`config.mk`:
```
export PLATFORM = sky130hd
export DESIGN_NAME = usb_ls_rx
export DESIGN_NICKNAME = d
export VERILOG_FILES = /design/src/rtl/usb_ls_rx_pkg.sv /design/src/rtl/usb_ls_line_sync.sv /design/src/rtl/usb_ls_bit_timer.sv /design/src/rtl/usb_ls_unstuff.sv /design/src/rtl/usb_ls_rx.sv
export SDC_FILE = /design/constraint.sdc
export NUM_CORES = 1
export LEC_CHECK = 0
export BUFFER_PORTS_ARGS = -buffer_cell sky130_fd_sc_hd__buf_2
export CAP_MARGIN = 40
export CORE_MARGIN = 1.5
export CORE_UTILIZATION = 64
export DETAILED_ROUTE_END_ITERATION = 12
export PLACE_DENSITY = 0.86
export SLEW_MARGIN = 20
export SYNTH_ARGS = -nofsm -noshare
export SYNTH_HDL_FRONTEND = slang
export SYNTH_HIERARCHICAL = 1
export SYNTH_SLANG_ARGS = --single-unit
export TNS_END_PERCENT = 20
```
`constraint.sdc`:
```
create_clock -name clk -period 8.45 [get_ports clk]
set_input_delay 1.2675 -clock clk [delete_from_list [all_inputs] [get_ports clk]]
set_output_delay 1.2675 -clock clk [all_outputs]
set_load 0.02 [all_outputs]
```
`src/rtl/usb_ls_rx_pkg.sv`:
```
package usb_ls_rx_pkg;
  typedef enum logic [1:0] {
    RX_OK           = 2'd0,
    RX_OVERFLOW     = 2'd1,
    RX_SYNC_TIMEOUT = 2'd2
  } rx_status_e;

  typedef enum logic [2:0] {
    PH_IDLE = 3'd0,
    PH_HUNT = 3'd1,
    PH_DATA = 3'd2,
    PH_SKIP = 3'd3,
    PH_EOP  = 3'd4
  } rx_phase_e;
endpackage

```
`src/rtl/usb_ls_line_sync.sv`:
```
module usb_ls_line_sync #(
  parameter int STAGES = 2
) (
  input  logic clk,
  input  logic rst_n,
  input  logic dp_raw,
  input  logic dm_raw,
  output logic dp_s,
  output logic dm_s
);
  logic [STAGES-1:0] dp_q;
  logic [STAGES-1:0] dm_q;

  // Reset to the J (idle) levels so no false edge follows reset.
  always_ff @(posedge clk or negedge rst_n) begin
    if (!rst_n) begin
      dp_q <= '0;
      dm_q <= '1;
    end else begin
      dp_q <= {dp_q[STAGES-2:0], dp_raw};
      dm_q <= {dm_q[STAGES-2:0], dm_raw};
    end
  end

  assign dp_s = dp_q[STAGES-1];
  assign dm_s = dm_q[STAGES-1];
endmodule

```
`src/rtl/usb_ls_bit_timer.sv`:
```
module usb_ls_bit_timer #(
  parameter int CLK_NUM = 32,
  parameter int BIT_DEN = 3
) (
  input  logic clk,
  input  logic rst_n,
  input  logic reload,
  input  logic run,
  output logic strobe
);
  localparam int BASE = CLK_NUM / BIT_DEN;
  localparam int REM  = CLK_NUM % BIT_DEN;
  localparam int HALF = CLK_NUM / (2 * BIT_DEN);
  localparam int CW   = $clog2(BASE + 1);
  localparam int AW   = $clog2(BIT_DEN + 1);

  logic [CW-1:0] cnt;
  logic          stretch;

  assign strobe = run && !reload && (cnt == '0);

  generate
    if (REM == 0) begin : g_integer
      assign stretch = 1'b0;
    end else begin : g_fraction
      logic [AW-1:0] acc;
      logic [AW:0]   acc_sum;
      assign acc_sum = {1'b0, acc} + (AW+1)'(REM);
      assign stretch = acc_sum >= (AW+1)'(BIT_DEN);
      always_ff @(posedge clk or negedge rst_n) begin
        if (!rst_n)      acc <= '0;
        else if (reload) acc <= '0;
        else if (strobe) acc <= stretch ? AW'(acc_sum - (AW+1)'(BIT_DEN)) : AW'(acc_sum);
      end
    end
  endgenerate

  always_ff @(posedge clk or negedge rst_n) begin
    if (!rst_n)          cnt <= '0;
    else if (reload)     cnt <= CW'(HALF - 1);
    else if (strobe)     cnt <= stretch ? CW'(BASE) : CW'(BASE - 1);
    else if (cnt != '0)  cnt <= cnt - CW'(1);
  end

  // Checker state: clocks since the last restart or strobe.
  logic [CW:0] gap;
  logic        armed;
  logic        from_reload;
  always_ff @(posedge clk or negedge rst_n) begin
    if (!rst_n) begin
      gap <= '0; armed <= 1'b0; from_reload <= 1'b0;
    end else if (reload) begin
      gap <= (CW+1)'(1); armed <= 1'b1; from_reload <= 1'b1;
    end else if (strobe) begin
      gap <= (CW+1)'(1); from_reload <= 1'b0;
    end else if (gap != '1) begin
      gap <= gap + (CW+1)'(1);
    end
  end

  assert_half_bit_R2: assert property (@(posedge clk) disable iff (!rst_n)
    (strobe && armed && from_reload) |-> (gap == (CW+1)'(HALF)));
  assert_bit_spacing_R2: assert property (@(posedge clk) disable iff (!rst_n)
    (strobe && armed && !from_reload) |-> (gap == (CW+1)'(BASE) || gap == (CW+1)'(BASE + 1)));
endmodule

```
`src/rtl/usb_ls_unstuff.sv`:
```
module usb_ls_unstuff #(
  parameter int RUN_LEN = 6
) (
  input  logic clk,
  input  logic rst_n,
  input  logic start,
  input  logic in_valid,
  input  logic in_bit,
  output logic out_valid,
  output logic out_bit
);
  localparam int RW = $clog2(RUN_LEN + 1);

  logic [RW-1:0] ones;
  logic          at_run;

  assign at_run    = ones == RW'(RUN_LEN);
  assign out_valid = in_valid && !at_run;
  assign out_bit   = in_bit;

  // The closing sync K decodes as a 1 and opens the first run.
  always_ff @(posedge clk or negedge rst_n) begin
    if (!rst_n)        ones <= '0;
    else if (start)    ones <= RW'(1);
    else if (in_valid) ones <= (at_run || !in_bit) ? '0 : ones + RW'(1);
  end

  logic last_drop;
  logic last_one;
  always_ff @(posedge clk or negedge rst_n) begin
    if (!rst_n) begin
      last_drop <= 1'b0; last_one <= 1'b0;
    end else if (start) begin
      last_drop <= 1'b0; last_one <= 1'b1;
    end else if (in_valid) begin
      last_drop <= !out_valid;
      if (out_valid) last_one <= in_bit;
    end
  end

  assert_no_double_drop_R6: assert property (@(posedge clk) disable iff (!rst_n)
    (in_valid && last_drop) |-> out_valid);
  assert_drop_after_one_R6: assert property (@(posedge clk) disable iff (!rst_n)
    (in_valid && !out_valid) |-> last_one);
endmodule

```
`src/rtl/usb_ls_rx.sv`:
```
module usb_ls_rx
  import usb_ls_rx_pkg::*;
#(
  parameter int BUF_BYTES   = 8,
  parameter int SYNC_LIMIT  = 32,
  parameter int CLK_NUM     = 32,
  parameter int BIT_DEN     = 3,
  parameter int SYNC_STAGES = 2,
  parameter int RUN_LEN     = 6
) (
  input  logic                           clk,
  input  logic                           rst_n,
  input  logic                           dp_in,
  input  logic                           dm_in,
  output logic                           byte_valid,
  output logic [7:0]                     byte_data,
  output logic                           pkt_end,
  output logic [1:0]                     pkt_status,
  output logic [$clog2(BUF_BYTES+1)-1:0] pkt_len
);
  localparam int LW = $clog2(BUF_BYTES + 1);
  localparam int TW = $clog2(SYNC_LIMIT + 1);

  logic dp_s, dm_s, dm_d;
  logic is_k, is_j, is_se0;
  rx_phase_e phase;
  logic edge_jk, reload, run, strobe;
  logic hunt_k, lock, timeout;
  logic [TW-1:0] hunt_tmr;
  logic last_dm, bit_valid, nrzi_bit, ub_valid, ub_bit;
  logic [7:0] shreg, full_byte;
  logic [2:0] bitcnt;
  logic [LW-1:0] nbytes;
  logic byte_done, buf_full;

  usb_ls_line_sync #(.STAGES(SYNC_STAGES)) u_sync (
    .clk(clk), .rst_n(rst_n), .dp_raw(dp_in), .dm_raw(dm_in), .dp_s(dp_s), .dm_s(dm_s)
  );

  always_ff @(posedge clk or negedge rst_n) begin
    if (!rst_n) dm_d <= 1'b1;
    else        dm_d <= dm_s;
  end

  assign is_k    = dp_s & ~dm_s;
  assign is_j    = ~dp_s & dm_s;
  assign is_se0  = ~dp_s & ~dm_s;
  assign edge_jk = dm_d & is_k;
  assign reload  = edge_jk && (phase == PH_IDLE || phase == PH_HUNT);
  assign run     = (phase == PH_HUNT) || (phase == PH_DATA);

  usb_ls_bit_timer #(.CLK_NUM(CLK_NUM), .BIT_DEN(BIT_DEN)) u_timer (
    .clk(clk), .rst_n(rst_n), .reload(reload), .run(run), .strobe(strobe)
  );

  assign lock      = (phase == PH_HUNT) && strobe && is_k && hunt_k;
  assign timeout   = (phase == PH_HUNT) && !reload && !lock && (hunt_tmr == TW'(SYNC_LIMIT));
  assign bit_valid = (phase == PH_DATA) && strobe && !is_se0;
  assign nrzi_bit  = (dm_s == last_dm);

  usb_ls_unstuff #(.RUN_LEN(RUN_LEN)) u_unstuff (
    .clk(clk), .rst_n(rst_n), .start(lock), .in_valid(bit_valid), .in_bit(nrzi_bit),
    .out_valid(ub_valid), .out_bit(ub_bit)
  );

  assign full_byte = {ub_bit, shreg[7:1]};
  assign byte_done = ub_valid && (bitcnt == 3'd7);
  assign buf_full  = (nbytes == LW'(BUF_BYTES));

  always_ff @(posedge clk or negedge rst_n) begin
    if (!rst_n) begin
      phase      <= PH_IDLE;
      hunt_k     <= 1'b0;
      hunt_tmr   <= '0;
      last_dm    <= 1'b0;
      shreg      <= '0;
      bitcnt     <= '0;
      nbytes     <= '0;
      byte_valid <= 1'b0;
      byte_data  <= '0;
      pkt_end    <= 1'b0;
      pkt_status <= RX_OK;
      pkt_len    <= '0;
    end else begin
      byte_valid <= 1'b0;
      pkt_end    <= 1'b0;
      unique case (phase)
        PH_IDLE: if (reload) begin
          phase    <= PH_HUNT;
          hunt_k   <= 1'b0;
          hunt_tmr <= '0;
        end
        PH_HUNT: begin
          if (lock) begin
            phase   <= PH_DATA;
            last_dm <= 1'b0;
            bitcnt  <= '0;
            nbytes  <= '0;
          end else if (timeout) begin
            phase      <= PH_IDLE;
            pkt_end    <= 1'b1;
            pkt_status <= RX_SYNC_TIMEOUT;
            pkt_len    <= '0;
          end else begin
            if (reload) hunt_tmr <= '0;
            else if (hunt_tmr != TW'(SYNC_LIMIT)) hunt_tmr <= hunt_tmr + TW'(1);
            if (strobe) hunt_k <= is_k;
          end
        end
        PH_DATA: if (strobe) begin
          if (is_se0) begin
            phase      <= PH_EOP;
            pkt_end    <= 1'b1;
            pkt_status <= RX_OK;
            pkt_len    <= nbytes;
          end else begin
            last_dm <= dm_s;
            if (ub_valid) begin
              shreg  <= full_byte;
              bitcnt <= bitcnt + 3'd1;
              if (byte_done) begin
                if (buf_full) begin
                  phase      <= PH_SKIP;
                  pkt_end    <= 1'b1;
                  pkt_status <= RX_OVERFLOW;
                  pkt_len    <= nbytes;
                end else begin
                  byte_valid <= 1'b1;
                  byte_data  <= full_byte;
                  nbytes     <= nbytes + LW'(1);
                end
              end
            end
          end
        end
        PH_SKIP: if (is_se0) phase <= PH_EOP;
        PH_EOP:  if (is_j) phase <= PH_IDLE;
        default: phase <= PH_IDLE;
      endcase
    end
  end

  // Checker: byte pulses since the last end pulse.
  logic [LW:0] seen;
  always_ff @(posedge clk or negedge rst_n) begin
    if (!rst_n)          seen <= '0;
    else if (pkt_end)    seen <= '0;
    else if (byte_valid) seen <= seen + (LW+1)'(1);
  end

  assert_len_matches_R7: assert property (@(posedge clk) disable iff (!rst_n)
    pkt_end |-> ({1'b0, pkt_len} == seen));
  assert_len_bound_R8: assert property (@(posedge clk) disable iff (!rst_n)
    pkt_end |-> (pkt_len <= LW'(BUF_BYTES)));
  assert_timeout_empty_R4: assert property (@(posedge clk) disable iff (!rst_n)
    (pkt_end && pkt_status == RX_SYNC_TIMEOUT) |-> (pkt_len == '0));
  assert_pulse_exclusive_R9: assert property (@(posedge clk) disable iff (!rst_n)
    !(byte_valid && pkt_end));
  assert_valid_in_packet_R9: assert property (@(posedge clk) disable iff (!rst_n)
    byte_valid |-> ($past(phase) == PH_DATA));
endmodule

```
Word level (Yosys, flattened, before mapping)
Cells that the tools add are included.
{ "word_totals": {"mem_bits_ro": 0, "inputBits": 4, "latchBits": 0, "mem_bits_rw": 0, "out_inout_bits": 16, "mem_count": 0, "ff_bits": 56, "elab_cells": 178} }
{ "op_classes": {"n_shift": 0, "bitwise_logic": 8, "magnitude_cmp": 1, "n_div": 0, "mux": 78, "multipliers": 0, "n_reduce_logical": 38, "n_addsub": 7, "n_eq_ne": 28} }
{ "ops": {"columns": ["cell", "n"], "rows": [
  ["$mux 4", 16],
  ["$mux 3", 17],
  ["$mux 6", 5],
  ["$ne 2x2->1 const B", 13],
  ["$mux 2", 11],
  ["$mux 1", 20],
  ["$pmux 4 s2", 2],
  ["$pmux 3 s5", 1],
  ["$reduce_and 5->1", 3],
  ["$reduce_and 7->1", 2],
  ["$logic_and 1x1->1", 13],
  ["$ne 3x3->1 const B", 4],
  ["$pmux 6 s2", 1],
  ["$eq 3x3->1 const B", 3],
  ["$reduce_and 4->1", 2],
  ["$reduce_and 8->1", 1],
  ["$reduce_bool 2->1", 4],
  ["$add 3x1->3 const B", 2],
  ["$add 6x1->6 const B", 1],
  ["$eq 3x2->1 const B", 2],
  ["$eq 6x6->1 const B", 1],
  ["$ne 6x6->1 const B", 1],
  ["$pmux 1 s2", 3],
  ["$pmux 3 s2", 1],
  ["19 further kinds", 31]
]} }

Longest topological paths before layout
Gate-level depths: netlist of run 1.
{ "depth": {"ltp_word": 16, "depth_mapped": 16, "ltp_nobuf": 14} }

Cells and area by module
Netlist of run 1, hierarchy kept.
{ "by_module_without_submodules": {"columns": ["mod", "cells_each", "area_per_inst_um2", "seq_area_each_um2", "instances"], "rows": [
  ["usb_ls_rx", 208, 2050.7, 1052.3, 1],
  ["usb_ls_bit_timer", 36, 354.1, 150.1, 1],
  ["usb_ls_unstuff", 20, 187.7, 75.1, 1],
  ["usb_ls_line_sync", 4, 102.6, 102.6, 1]
]} }

Worst setup path after synthesis of run 1
No wires, ideal clock.
{ "synth_path": {"path_type": "register to register", "from": "register phase[0]", "to": "register nbytes[3]", "required_time_ns": 8.373, "path_stages_with_launch": 16, "synth_period_minus_slack_ns": 3.531, "t_arrival_ns": 3.454, "setup_slack_ns": 4.919, "setup_time_ns": 0.077, "path_buffers": 2, "cell_sequence": "dfrtp_1 -> buf_2 -> xnor2_1 -> nor2_1 -> nand4bb_1 -> nor2_1 -> nand2_1 -> nor4_2 -> inv_1 -> a21oi_1 -> clkbuf_1 -> nand2_1 -> o21ai_0 -> inv_1 -> or4_1 -> a21oi_1"} }
{ "synth_between": {"elab_cells_between_ends": 25, "classes_between": "8 x eq/ne; 1 x mux; 16 x reduce/logical"} }
{ "synth_rtl": {"columns": ["item", "line_no", "source"], "rows": [
  ["start: declaration", "usb_ls_rx.sv:26", "rx_phase_e phase;"],
  ["start signal: assignment", "usb_ls_rx.sv:72", "phase <= PH_IDLE;"],
  ["start signal: assignment", "usb_ls_rx.sv:89", "phase <= PH_HUNT;"],
  ["start signal: assignment", "usb_ls_rx.sv:95", "phase <= PH_DATA;"],
  ["$eq 3x1->1 / $eq 3x2->1 (equally long branches)", "usb_ls_rx.sv:50", "assign run = (phase == PH_HUNT) || (phase == PH_DATA);"],
  ["$logic_or 1x1->1 *", "usb_ls_rx.sv:50", null],
  ["named net run", "usb_ls_rx.sv:27", "logic edge_jk, reload, run, strobe;"],
  ["$logic_and 1x1->1 * (2 in series)", "usb_ls_bit_timer.sv:20", "assign strobe = run && !reload && (cnt == '0);"],
  ["named net strobe", "usb_ls_rx.sv:27", null],
  ["$logic_and 1x1->1 * (2 in series)", "usb_ls_rx.sv:58", "assign bit_valid = (phase == PH_DATA) && strobe && !is_se0;"],
  ["named net bit_valid", "usb_ls_rx.sv:30", "logic last_dm, bit_valid, nrzi_bit, ub_valid, ub_bit;"],
  ["$logic_and 1x1->1 *", "usb_ls_unstuff.sv:18", "assign out_valid = in_valid && !at_run;"],
  ["named net ub_valid", "usb_ls_rx.sv:30", null],
  ["$logic_and 1x1->1", "usb_ls_rx.sv:67", "assign byte_done = ub_valid && (bitcnt == 3'd7);"],
  ["$ne 2x2->1 (no source line)", null, null],
  ["$reduce_and 7->1 (no source line) *", null, null],
  ["end signal: assignment", "usb_ls_rx.sv:130", "nbytes <= nbytes + LW'(1);"],
  ["end: declaration", "usb_ls_rx.sv:33", "logic [LW-1:0] nbytes;"]
]} }
Mark *: on every way through the listed nets, which the timed path passes. The rest lies on a longest branch.
A chain may end at the register's enable or synchronous reset.

Worst setup path in the final report of run 1
Ends and elaborated chain as after synthesis.

==> results of run 1 <==
==> area by class of cell <==
| type | instances | area [sq um] |
|---|---|---|
| tap | 50 | 62.6 |
| clock inverter | 3 | 46.3 |
| inverter | 16 | 73.8 |
| multi-input combinational | 191 | 1210 |
| timing repair buffer | 20 | 103 |
| clock buffer | 5 | 68.8 |
| fill | 270 | 1090 |
| sequential | 55 | 1380 |
==> Yosys cell counts (2+ instances only) <==
| cell type | instances | area (sq um) |
|---|---|---|
| a31oi_1 | 2 | 12.5 |
| a21oi_1 | 15 | 75.1 |
| a311oi_1 | 2 | 17.5 |
| nand2b_1 | 2 | 12.5 |
| a211oi_1 | 2 | 15.0 |
| nand4b_1 | 2 | 17.5 |
| o211ai_1 | 5 | 37.5 |
| a22o_1 | 5 | 43.8 |
| nand4_1 | 3 | 18.8 |
| and3_1 | 3 | 18.8 |
| xnor2_1 | 3 | 26.3 |
| nor2_1 | 20 | 75.1 |
| nor3_1 | 8 | 40.0 |
| or3b_1 | 2 | 17.5 |
| buf_4 | 2 | 15.0 |
| o21ai_0 | 15 | 75.1 |
| nand2_1 | 46 | 173 |
| mux2_2 | 8 | 90.1 |
| o31ai_1 | 2 | 15.0 |
| dfrtp_1 | 52 | 1300 |
| inv_1 | 14 | 52.6 |
| and3b_1 | 2 | 17.5 |
| buf_2 | 3 | 15.0 |
| nor3b_2 | 2 | 25.0 |
| nor2b_1 | 4 | 25.0 |
| ha_1 | 11 | 138 |
| dfstp_2 | 3 | 78.8 |
| nand3b_1 | 2 | 15.0 |
| nand3_1 | 6 | 30.0 |
==> final timing paths <==
| kind | cells after the start | from | end | slack (ps) |
|---|---|---|---|---|
| max | 13 | phase[0] | nbytes[3] | 4140 |
| min | 0 | u_sync/dp_q[0] | u_sync/dp_q[1] | 350 |
| max reg2reg | 13 | phase[0] | nbytes[3] | 4140 |
| min reg2reg | 0 | u_sync/dp_q[0] | u_sync/dp_q[1] | 350 |
| max in group asynchronous | 2 | rst_n | phase[2] | 6960 |
| min in group asynchronous | 2 | rst_n | hunt_tmr[2] | 1060 |
==> power by group through the flow <==
stage                     Combinational [mW]  Sequential, mW  Clock, mW
after CTS                              0.158           0.324      0.178
after global placement                 0.151           0.328          0
after global routing                   0.178           0.331      0.187
after detailed placement               0.154           0.330          0
final                                  0.157           0.325      0.175
after floorplan                        0.133           0.316          0
==> critical path: cells and delay by family (launching register included) <==
kind,cells,cell delay [ps]
AO/OA/AOI/OAI,3,890
XOR/XNOR,1,120
buffers and inverters,2,300
flip-flops,1,620
AND/OR/NAND/NOR,7,2320
==> layout by cell type, fill, tap and decap left out, types with 4 or more instances in the layout <==
cell type / count
a21oi_1: 15
a22o_1: 5
buf_2: 19
clkbuf_8: 5
dfrtp_1: 52
ha_1: 11
inv_1: 14
mux2_2: 8
nand2_1: 46
nand3_1: 6
nor2_1: 20
nor2b_1: 4
nor3_1: 8
o211ai_1: 5
o21ai_0: 15
==> cells by family after synthesis <==
logic type | count (synthesis) | synth area share
AND/OR/NAND/NOR | 112 | 0.216
AO/OA/AOI/OAI | 57 | 0.138
flip-flops | 55 | 0.512
buffers and inverters | 22 | 0.0399
adder cells (fa/ha/maj) | 11 | 0.0511
multiplexers | 8 | 0.0334
XOR/XNOR | 3 | 0.00975
==> state kept, by name (all words and copies together), names as in the netlist <==
| signal | count |
|---|---|
| u_unstuff/ones | 3 |
| pkt_end | 1 |
| byte_valid | 1 |
| hunt_k | 1 |
| shreg | 7 |
| nbytes | 4 |
| u_sync/dm_q | 2 |
| u_timer/cnt | 4 |
| pkt_status | 2 |
| bitcnt | 3 |
| byte_data | 8 |
| pkt_len | 4 |
| dm_d | 1 |
| hunt_tmr | 6 |
| u_sync/dp_q | 2 |
| last_dm | 1 |
| phase | 3 |
| u_timer/g_fraction.acc | 2 |
==> layer usage <==
layer | vias to the layer above | global-route usage | wire [um]
met5 | - | 0 | 0
met2 | 45 | 0.382 | 2350
met4 | 0 | 0.105 | 80
met1 | 935 | 0.299 | 2290
li1 | 983 | - | -
met3 | 8 | 0.0428 | 224
==> stage by stage <==
step / cell area [sq um] / hold slack, ps / power (mW)
after CTS: 2940 / 355 / 0.660
after detailed placement: 2830 / 345 / 0.484
final: 2940 / 347 / 0.657
after global routing: 2940 / 357 / 0.696
after floorplan: 2700 / 331 / 0.449
after global placement: 2830 / 332 / 0.479
==> key figures, run 1 <==
Outcome
  – Outcome: completed

Power and ir drop
  – Sequential share of power: 0.494
  – Clock Power Share: 0.267
  – Leak: 1.48 nW
  – Sw Share: 0.315
  – Maximum VDD drop: 0.122 mV
  – Comb power frac: 0.239
  – Psw: 207 uW
  – Cell-internal power: 450 uW
  – Pwr dens: 223 nW/um^2

Yosys
  – Async SR Flop Fraction: 1.00
  – Syn nets: 283
  – Synthesized flop and latch total: 55
  – Post-Syn Area: 2700 sq um
  – Number of flops mapped to enable cells by yosys: 0
  – Syn_area_per_cell: 10.1 sq um
  – Yosys cell types: 51
  – Top FF cell, synth: dfrtp_1
  – Sequential-to-total area share from yosys stat: 0.512
  – Synthesis warning total: 6
  – Post-synthesis cell count: 268

Drt
  – First drt pass iteration count: 4
  – Initial drt markers: 117
  – Avg WL per Cell: 14.6 um
  – Vias: 1971
  – Via/cell ratio: 5.80
  – DR DRC count: 0
  – WL final: 4.95 mm
  – Post-route ant nets: 0

Clock tree
  – Post-CTS sizing: 0
  – Post-CTS setup buffer count: 0
  – Clock Tree Buf Depth: 2
  – H-Tree Level Count: 2
  – CTS tree: done
  – Number of CTS-inserted buffers: 5
  – Clock network latency to the later pin of the worst-skew pair: 310 ps
  – CTS Sinks: 55
  – Root Driver: clkbuf_8
  – CTS clock-pin slew for the worst setup and hold paths: 100 ps
  – Hold Buf Count CTS: 0

STA
  – Post-layout minimum cycle time: 4310 ps
  – Fin. Hold Viols: 0
  – Relative slew margins: 0.510
  – Max-slew violations: 0
  – Maximum clock rate: 232 MHz
  – Period utilization: 0.510
  – RSZ-0062 raised after global routing: false
  – Measured slew at the worst slew-check pin: 730 ps
  – Final setup margin: 4140 ps
  – Setup TNS Final: 0 ps
  – Clk_skew: 13.6 ps
  – Endpoints failing setup: 0

Setup path
  – Crit path capture type: flip-flop
  – Crit-path max cell delay: 620 ps
  – Crit-path cells: xnor2_1 > nor2_1 > nand4bb_1 > nor2_1 > nand2_1 > nor4_2 > inv_1 > a21oi_1 > nand2_1 > o21ai_0 > inv_1 > or4_1 > a21oi_1
  – CP required: 8700 ps
  – WP data arrival: 4560 ps
  – CP startpoint kind: flip-flop
  – Slowest cell on crit path: dfrtp_1
  – Setup CP Type: flip-flop to flip-flop
  – Worst-path fanout max: 14

Finish
  – Area growth syn-to-layout: 9.15%
  – Layout cells sized above 1: 0.169
  – Finished Core Util: 0.730
  – Non-Filler Instances: 340
  – Final #Nets: 304
  – Ant. Diodes: 0

GRT
  – GRT Total Usage: 0.232
  – Vias in the first global route: 1805
  – Largest net degree at the start of global routing: 56
  – Total gr overflow: 0
  – First-pass GRT wire length: 7.98 mm
  – Initial antenna violation count: 0

Place
  – Placed Cells incl. Taps: 332
  – Post-DP HPWL: 3.35 mm
  – Place WS: 4320 ps
  – Buffers on Ports: 19
  – Routability cong.: 0.867

Job
  – Max cap viols: 0

Die
  – Die width: 67.9 um
  – Row count: 23
  – Die Area: 4610 sq um
  – Initial Util: 0.669
  – Core area: 4030 sq um
  – Chip height: 67.9 um
  – Ports: 20

Worst hold path
  – Worst hold-check path type: flip-flop to flip-flop
Power figures use the tool's default switching activity.
==> run 2: changes to the inputs <==
- CORE_UTILIZATION: 64 -> 59
- PLACE_DENSITY: 0.86 -> 0.8
- clock period: 8.45 -> 4.3 ns (I/O delays scaled with it)
==> run 2 against run 1 <==
Global-route usage is 1.8 points lower. Non-clock buffer count is 3 higher. Clock power is 71% higher. Largest power group unchanged. Final cell count grew 1.5%. Total power is 90% higher. Register-to-register slack worse by 3300 ps. Hold slack improved by 15 ps. Largest cell class unchanged.
==> key figures, run 2 (synthesis results as in run 1) <==
Die
  – Die Area: 4980 sq um (was 4610 sq um)
  – Initial Util: 0.615 (was 0.669)
  – Chip height: 70.6 um (was 67.9 um)
  – Row count: 24 (was 23)
  – Core area: 4380 sq um (was 4030 sq um)
  – Ports: 20 (unchanged)
  – Die width: 70.6 um (was 67.9 um)

Power and ir drop
  – Comb power frac: 0.251 (was 0.239)
  – Clock Power Share: 0.239 (was 0.267)
  – Psw: 419 uW (was 207 uW)
  – Overall Power: 1.25 mW (was 657 uW)
  – Sequential share of power: 0.509 (was 0.494)
  – Maximum VDD drop: 0.314 mV (was 0.122 mV)
  – Pwr dens: 424 nW/um^2 (was 223 nW/um^2)
  – Cell-internal power: 830 uW (was 450 uW)
  – Leak: 1.49 nW (was 1.48 nW)
  – Sw Share: 0.335 (was 0.315)

Worst hold path
  – Worst hold-check path type: flip-flop to flip-flop (unchanged)
  – Worst Hold Depth: 0 (unchanged)

Drt
  – DR DRC count: 0 (unchanged)
  – First drt pass iteration count: 4 (unchanged)
  – Avg WL per Cell: 13.8 um (was 14.6 um)
  – Post-route ant nets: 0 (unchanged)
  – Vias: 1996 (was 1971)
  – Via/cell ratio: 5.79 (was 5.80)
  – Initial drt markers: 147 (was 117)
  – WL final: 4.76 mm (was 4.95 mm)

Setup path
  – Setup CP Type: flip-flop to flip-flop (unchanged)
  – Crit-path max cell delay: 600 ps (was 620 ps)
  – CP Depth: 14 (was 13)
  – WP data arrival: 3770 ps (was 4560 ps)
  – Worst r2r path cells: 14 (was 13)
  – CP top delay family: simple AND/OR/NAND/NOR gates (unchanged)
  – CP required: 4550 ps (was 8700 ps)
  – Crit path capture type: flip-flop (unchanged)
  – Slowest cell on crit path: dfrtp_1 (unchanged)
  – Crit-path cells: xnor2_1 > nor2_1 > nand4bb_1 > nor2_1 > nand2_1 > nor4_2 > inv_1 > a21oi_1 > buf_4 > nand2_1 > o21ai_0 > inv_1 > or4_1 > a21oi_1 (was xnor2_1 > nor2_1 > nand4bb_1 > nor2_1 > nand2_1 > nor4_2 > inv_1 > a21oi_1 > nand2_1 > o21ai_0 > inv_1 > or4_1 > a21oi_1)
  – CP startpoint kind: flip-flop (unchanged)
  – Worst-path fanout max: 14 (unchanged)
  – CP bufs+invs: 3 (was 2)

Clock tree
  – Post-CTS sizing: 0 (unchanged)
  – CTS Sinks: 55 (unchanged)
  – CTS tree: done (unchanged)
  – Hold Buf Count CTS: 0 (unchanged)
  – Number of CTS-inserted buffers: 5 (unchanged)
  – Post-CTS setup buffer count: 0 (unchanged)
  – CTS clock-pin slew for the worst setup and hold paths: 110 ps (was 100 ps)
  – Clock network latency to the later pin of the worst-skew pair: 320 ps (was 310 ps)
  – Clock Tree Buf Depth: 2 (unchanged)
  – Root Driver: clkbuf_8 (unchanged)
  – H-Tree Level Count: 2 (unchanged)

Finish
  – Reg area: 1380 sq um (unchanged)
  – Max reg flops: 8 (unchanged)
  – Biggest register: byte_data (unchanged)
  – Area growth syn-to-layout: 9.33% (was 9.15%)
  – Final #Nets: 307 (was 304)
  – Most common cell after layout, fill and taps aside: dfrtp_1 (unchanged)
  – Layout cells sized above 1: 0.177 (was 0.169)
  – Multi-input logic area: 1210 sq um (unchanged)
  – Most frequent cells in the layout: 52 x dfrtp_1, 46 x nand2_1, 20 x nor2_1, 19 x buf_2 (unchanged)
  – Filler cells: 349 (was 270)
  – Ant. Diodes: 0 (unchanged)
  – Biggest registers after layout: byte_data (8), shreg (7), hunt_tmr (6) (unchanged)

Outcome
  – Outcome: completed (unchanged)

STA
  – Post-layout minimum cycle time: 3510 ps (was 4310 ps)
  – Clk_skew: 8.92 ps (was 13.6 ps)
  – Maximum clock rate: 285 MHz (was 232 MHz)
  – Measured slew at the worst slew-check pin: 667 ps (was 730 ps)
  – Relative slew margins: 0.555 (was 0.510)
  – Period utilization: 0.817 (was 0.510)
  – Setup TNS Final: 0 ps (unchanged)
  – Fin. Hold Viols: 0 (unchanged)
  – Endpoints failing setup: 0 (unchanged)
  – Max-slew violations: 0 (unchanged)
  – RSZ-0062 raised after global routing: false (unchanged)

GRT
  – Met3 usage: 0.0470 (was 0.0428)
  – Layer with the highest usage: met2 (unchanged)
  – GR Util met1: 0.305 (was 0.299)
  – First-pass GRT wire length: 8.51 mm (was 7.98 mm)
  – GRT Total Usage: 0.214 (was 0.232)
  – Vias in the first global route: 1866 (was 1805)
  – Largest net degree at the start of global routing: 56 (unchanged)
  – Initial antenna violation count: 0 (unchanged)
  – Met2 usage: 0.327 (was 0.382)
  – Total gr overflow: 0 (unchanged)

Place
  – Buffers on Ports: 19 (unchanged)
  – Post-DP HPWL: 3.39 mm (was 3.35 mm)
  – Routability cong.: 0.861 (was 0.867)

Job
  – Max cap viols: 0 (unchanged)
[run 2: stage by stage]
stage	instance area, sq um	setup slack, ps	instances	utilization	hold WS, ps
after global routing	2950	309	345	0.672	373
after global placement	2850	933	337	0.650	334
after CTS	2950	794	345	0.672	370
after detailed placement	2850	807	337	0.650	346
final	2950	789	345	0.672	362
after floorplan	2700	769	268	-	331
[run 2: area by class of cell]
cell class | count | area share
Multi-Input combinational cell | 191 | 0.410
Clock buffer | 5 | 0.0234
Timing Repair Buffer | 23 | 0.0425
Inverter | 16 | 0.0251
Sequential cell | 55 | 0.468
Clock inverter | 3 | 0.00892
Tap cell | 52 | 0.0221
[run 2: path summary, 6_finish.rpt]
path                                startpoint              to  slack (ps)
worst min register to register  u_sync/dp_q[0]  u_sync/dp_q[1]         360
min in group asynchronous                rst_n         pkt_end         430
worst max register to register        phase[0]       nbytes[3]         790
max in group asynchronous                rst_n        phase[1]        3410
worst min-delay path            u_sync/dp_q[0]  u_sync/dp_q[1]         360
worst max-delay path                  phase[0]       nbytes[3]         790
[run 2: per-layer routing]
layer | part of all wire | up-vias | wire length [um]
li1 | - | 996 | -
met1 | 0.48 | 950 | 2290
met2 | 0.47 | 44 | 2240
met3 | 0.038 | 6 | 180
met4 | 0.011 | 0 | 52
met5 | 0 | - | 0
[run 2: power by group through the flow]
| stage | Clock (mW) | Sequential (mW) | Combinational, mW |
|---|---|---|---|
| 3_3_place_gp | 0 | 0.644 | 0.299 |
| 3_5_place_dp | 0 | 0.645 | 0.315 |
| 2_1_floorplan | 0 | 0.622 | 0.261 |
| 6_report | 0.299 | 0.636 | 0.314 |
| 4_1_cts | 0.310 | 0.635 | 0.317 |
| 5_1_grt | 0.327 | 0.647 | 0.360 |
[run 2: worst register-to-register path, delay by kind of cell (launching register included)]
family	cells	cell delay, ps
and+or+nand+nor	7	1810
DFF	1	600
AOI/OAI and AO/OA	3	510
buffers and inverters	3	380
xor gates and xnor gates	1	130
==> run 3: changes to the inputs <==
- CORE_UTILIZATION: 59 -> 54
- PLACE_DENSITY: 0.8 -> 0.78
- clock period: 4.3 -> 2.9 ns (I/O delays scaled with it)
==> run 3 against run 2 <==
Total power up 53%. Critical path type unchanged. Critical path depth decreased by 1. Largest power group unchanged. Hold slack got worse by 290 ps. Combinational power increased by 71%. Clock skew increased by 8.9 ps. Critical endpoint is now pkt_status[0]. Register-to-register slack worse by 540 ps. Maximum frequency up 32%. Highest routed layer unchanged.
==> key figures, run 3 (synthesis results as in run 1) <==
Finish
  – Ant. Diodes: 0 (unchanged)
  – Most common cell after layout, fill and taps aside: dfrtp_1 (unchanged)
  – Final #Nets: 320 (was 307)
  – Max reg flops: 8 (unchanged)
  – Area growth syn-to-layout: 16.5% (was 9.33%)
  – Layout cells sized above 1: 0.245 (was 0.177)
  – Biggest register: byte_data (unchanged)
  – Biggest registers after layout: byte_data (8), shreg (7), hunt_tmr (6) (unchanged)
  – Most frequent cells in the layout: 52 x dfrtp_1, 44 x nand2_1, 19 x buf_2, 17 x nor2_1, 16 x buf_4 (was 52 x dfrtp_1, 46 x nand2_1, 20 x nor2_1, 19 x buf_2)
  – Cell area after layout: 3140 sq um (was 2950 sq um)
  – Non-Filler Instances: 373 (was 345)

Setup path
  – Crit path capture type: flip-flop (unchanged)
  – CP bufs+invs: 1 (was 3)
  – Setup CP Type: flip-flop to flip-flop (unchanged)
  – CP top delay family: simple AND/OR/NAND/NOR gates (unchanged)
  – WP data arrival: 2860 ps (was 3770 ps)
  – CP most frequent cell: nor2_2
  – Slowest cell on crit path: dfrtp_1 (unchanged)
  – CP startpoint kind: flip-flop (unchanged)
  – CP required: 3110 ps (was 4550 ps)
  – Crit-path cells: xnor2_2 > nor2_2 > nand4bb_1 > nor2_2 > nand2_2 > nor4_4 > inv_2 > a21oi_4 > nand2_4 > nor2b_1 > o211a_1 > nor2_2 > mux2_2 (was xnor2_1 > nor2_1 > nand4bb_1 > nor2_1 > nand2_1 > nor4_2 > inv_1 > a21oi_1 > buf_4 > nand2_1 > o21ai_0 > inv_1 > or4_1 > a21oi_1)
  – Crit-path max cell delay: 420 ps (was 600 ps)
  – Worst-path fanout max: 6 (was 14)

STA
  – Measured slew at the worst slew-check pin: 546 ps (was 667 ps)
  – Final setup margin: 245 ps (was 789 ps)
  – RSZ-0062 raised after global routing: false (unchanged)
  – Relative slew margins: 0.627 (was 0.555)
  – Period utilization: 0.916 (was 0.817)
  – Max-slew violations: 0 (unchanged)
  – Setup TNS Final: 0 ps (unchanged)
  – Post-layout minimum cycle time: 2660 ps (was 3510 ps)
  – Maximum clock rate: 377 MHz (was 285 MHz)
  – Fin. Hold Viols: 0 (unchanged)
  – Clk_skew: 17.8 ps (was 8.92 ps)
  – Endpoints failing setup: 0 (unchanged)

Die
  – Row count: 25 (was 24)
  – Initial Util: 0.567 (was 0.615)
  – Die Area: 5420 sq um (was 4980 sq um)
  – Ports: 20 (unchanged)
  – Die width: 73.6 um (was 70.6 um)
  – Core area: 4750 sq um (was 4380 sq um)
  – Chip height: 73.6 um (was 70.6 um)

Clock tree
  – CTS clock-pin slew for the worst setup and hold paths: 100 ps (was 110 ps)
  – Root Driver: clkbuf_8 (unchanged)
  – CTS Sinks: 55 (unchanged)
  – Clock network latency to the later pin of the worst-skew pair: 320 ps (about the same)
  – Number of CTS-inserted buffers: 5 (unchanged)
  – CTS tree: done (unchanged)
  – H-Tree Level Count: 2 (unchanged)
  – Clock Tree Buf Depth: 2 (unchanged)

Power and ir drop
  – Sw Share: 0.327 (was 0.335)
  – Leak: 1.59 nW (was 1.49 nW)
  – Clock Power Share: 0.235 (was 0.239)
  – Overall Power: 1.91 mW (was 1.25 mW)
  – Comb power frac: 0.281 (was 0.251)
  – Pwr dens: 608 nW/um^2 (was 424 nW/um^2)
  – Cell-internal power: 1.28 mW (was 830 uW)
  – Maximum VDD drop: 0.415 mV (was 0.314 mV)
  – Sequential share of power: 0.484 (was 0.509)
  – Psw: 625 uW (was 419 uW)

Drt
  – Avg WL per Cell: 12.9 um (was 13.8 um)
  – Initial drt markers: 78 (was 147)
  – Vias: 2032 (was 1996)
  – Via/cell ratio: 5.45 (was 5.79)
  – WL final: 4.81 mm (was 4.76 mm)
  – First drt pass iteration count: 4 (unchanged)
  – Post-route ant nets: 0 (unchanged)
  – DR DRC count: 0 (unchanged)

GRT
  – Total gr overflow: 0 (unchanged)
  – First-pass GRT wire length: 8.47 mm (was 8.51 mm)
  – Initial antenna violation count: 0 (unchanged)
  – Vias in the first global route: 1926 (was 1866)
  – GRT Total Usage: 0.200 (was 0.214)
  – Largest net degree at the start of global routing: 26 (was 56)

Place
  – Buffers on Ports: 19 (unchanged)
  – Routability cong.: 0.833 (was 0.861)
  – Place WS: 75.4 ps (was 807 ps)
  – Placed Cells incl. Taps: 363 (was 337)
  – Placed Area: 3010 sq um (was 2850 sq um)
  – Post-DP HPWL: 3.59 mm (was 3.39 mm)

Job
  – Max cap viols: 0 (unchanged)

Worst hold path
  – Worst hold-check path type: input port to asynchronous set/reset pin (was flip-flop to flip-flop)

Outcome
  – Outcome: completed (unchanged)
run 3: cell count changes in the layout (fill, tap and decap cells not counted), sizes merged:
| cell | change |
|---|---|
| buf | +13 |
| inv | -2 |
| clkbuf | +1 |
| clkinvlp | +1 |
run 3: worst paths after layout:
| kind | startpoint | to | cells after the start | slack (ps) |
|---|---|---|---|---|
| worst max-delay path | phase[0] | pkt_status[0] | 13 | 240 |
| worst min-delay path | rst_n | hunt_tmr[2] | 1 | 80 |
| worst max register to register | phase[0] | pkt_status[0] | 13 | 240 |
| worst min register to register | u_sync/dm_q[0] | u_sync/dm_q[1] | 0 | 360 |
| max in group asynchronous | rst_n | byte_data[3] | 3 | 2120 |
| min in group clk | dm_in | u_sync/dm_q[0] | 1 | 220 |
run 3: worst reg2reg max path, delay by kind of cell, from the launching register on:
kind,cells,cell delay [ps]
buf+inv,1,100
mux,1,290
flops,1,420
xor+xnor,1,150
simple gates,8,1190
compound gates,2,400
run 3: area by class of cell:
type | count | area, sq um
clock buffers | 6 | 82.6
clock inverters | 2 | 16.3
flip-flops and latches | 55 | 1380
multi-input cells | 191 | 1260
repair buffers | 36 | 243
inverters | 16 | 73.8
fillers | 404 | 1610
well taps | 67 | 83.8
run 3: power groups by stage:
| stage | combinational [mW] | sequential, mW | clock (mW) |
|---|---|---|---|
| after CTS | 0.532 | 0.924 | 0.463 |
| after global placement | 0.507 | 0.936 | 0 |
| final | 0.536 | 0.924 | 0.449 |
| after global routing | 0.613 | 0.940 | 0.493 |
| after detailed placement | 0.531 | 0.938 | 0 |
| after floorplan | 0.411 | 0.924 | 0 |
run 3: per-stage QoR:
stage	hold WS, ps	util
floorplan	139	-
global placement	334	0.627
detailed placement	347	0.633
CTS	87.0	0.654
global route	104	0.661
finish	75.9	0.661
run 3: layer usage:
layer	vias up	share of wire	global-route usage	routed length, um
met5	-	0	0	0
met4	0	0.013	0.0658	62
met3	7	0.027	0.0425	132
met2	23	0.46	0.315	2220
met1	986	0.50	0.276	2390
li1	1016	-	-	-
run 3: repair_timing:
action / CTS / global route
buffers inserted: 0 / 2
hold buffers: 0 / 0
resized for setup: 0 / 4
endpoints found under the setup margin: 0 / 8
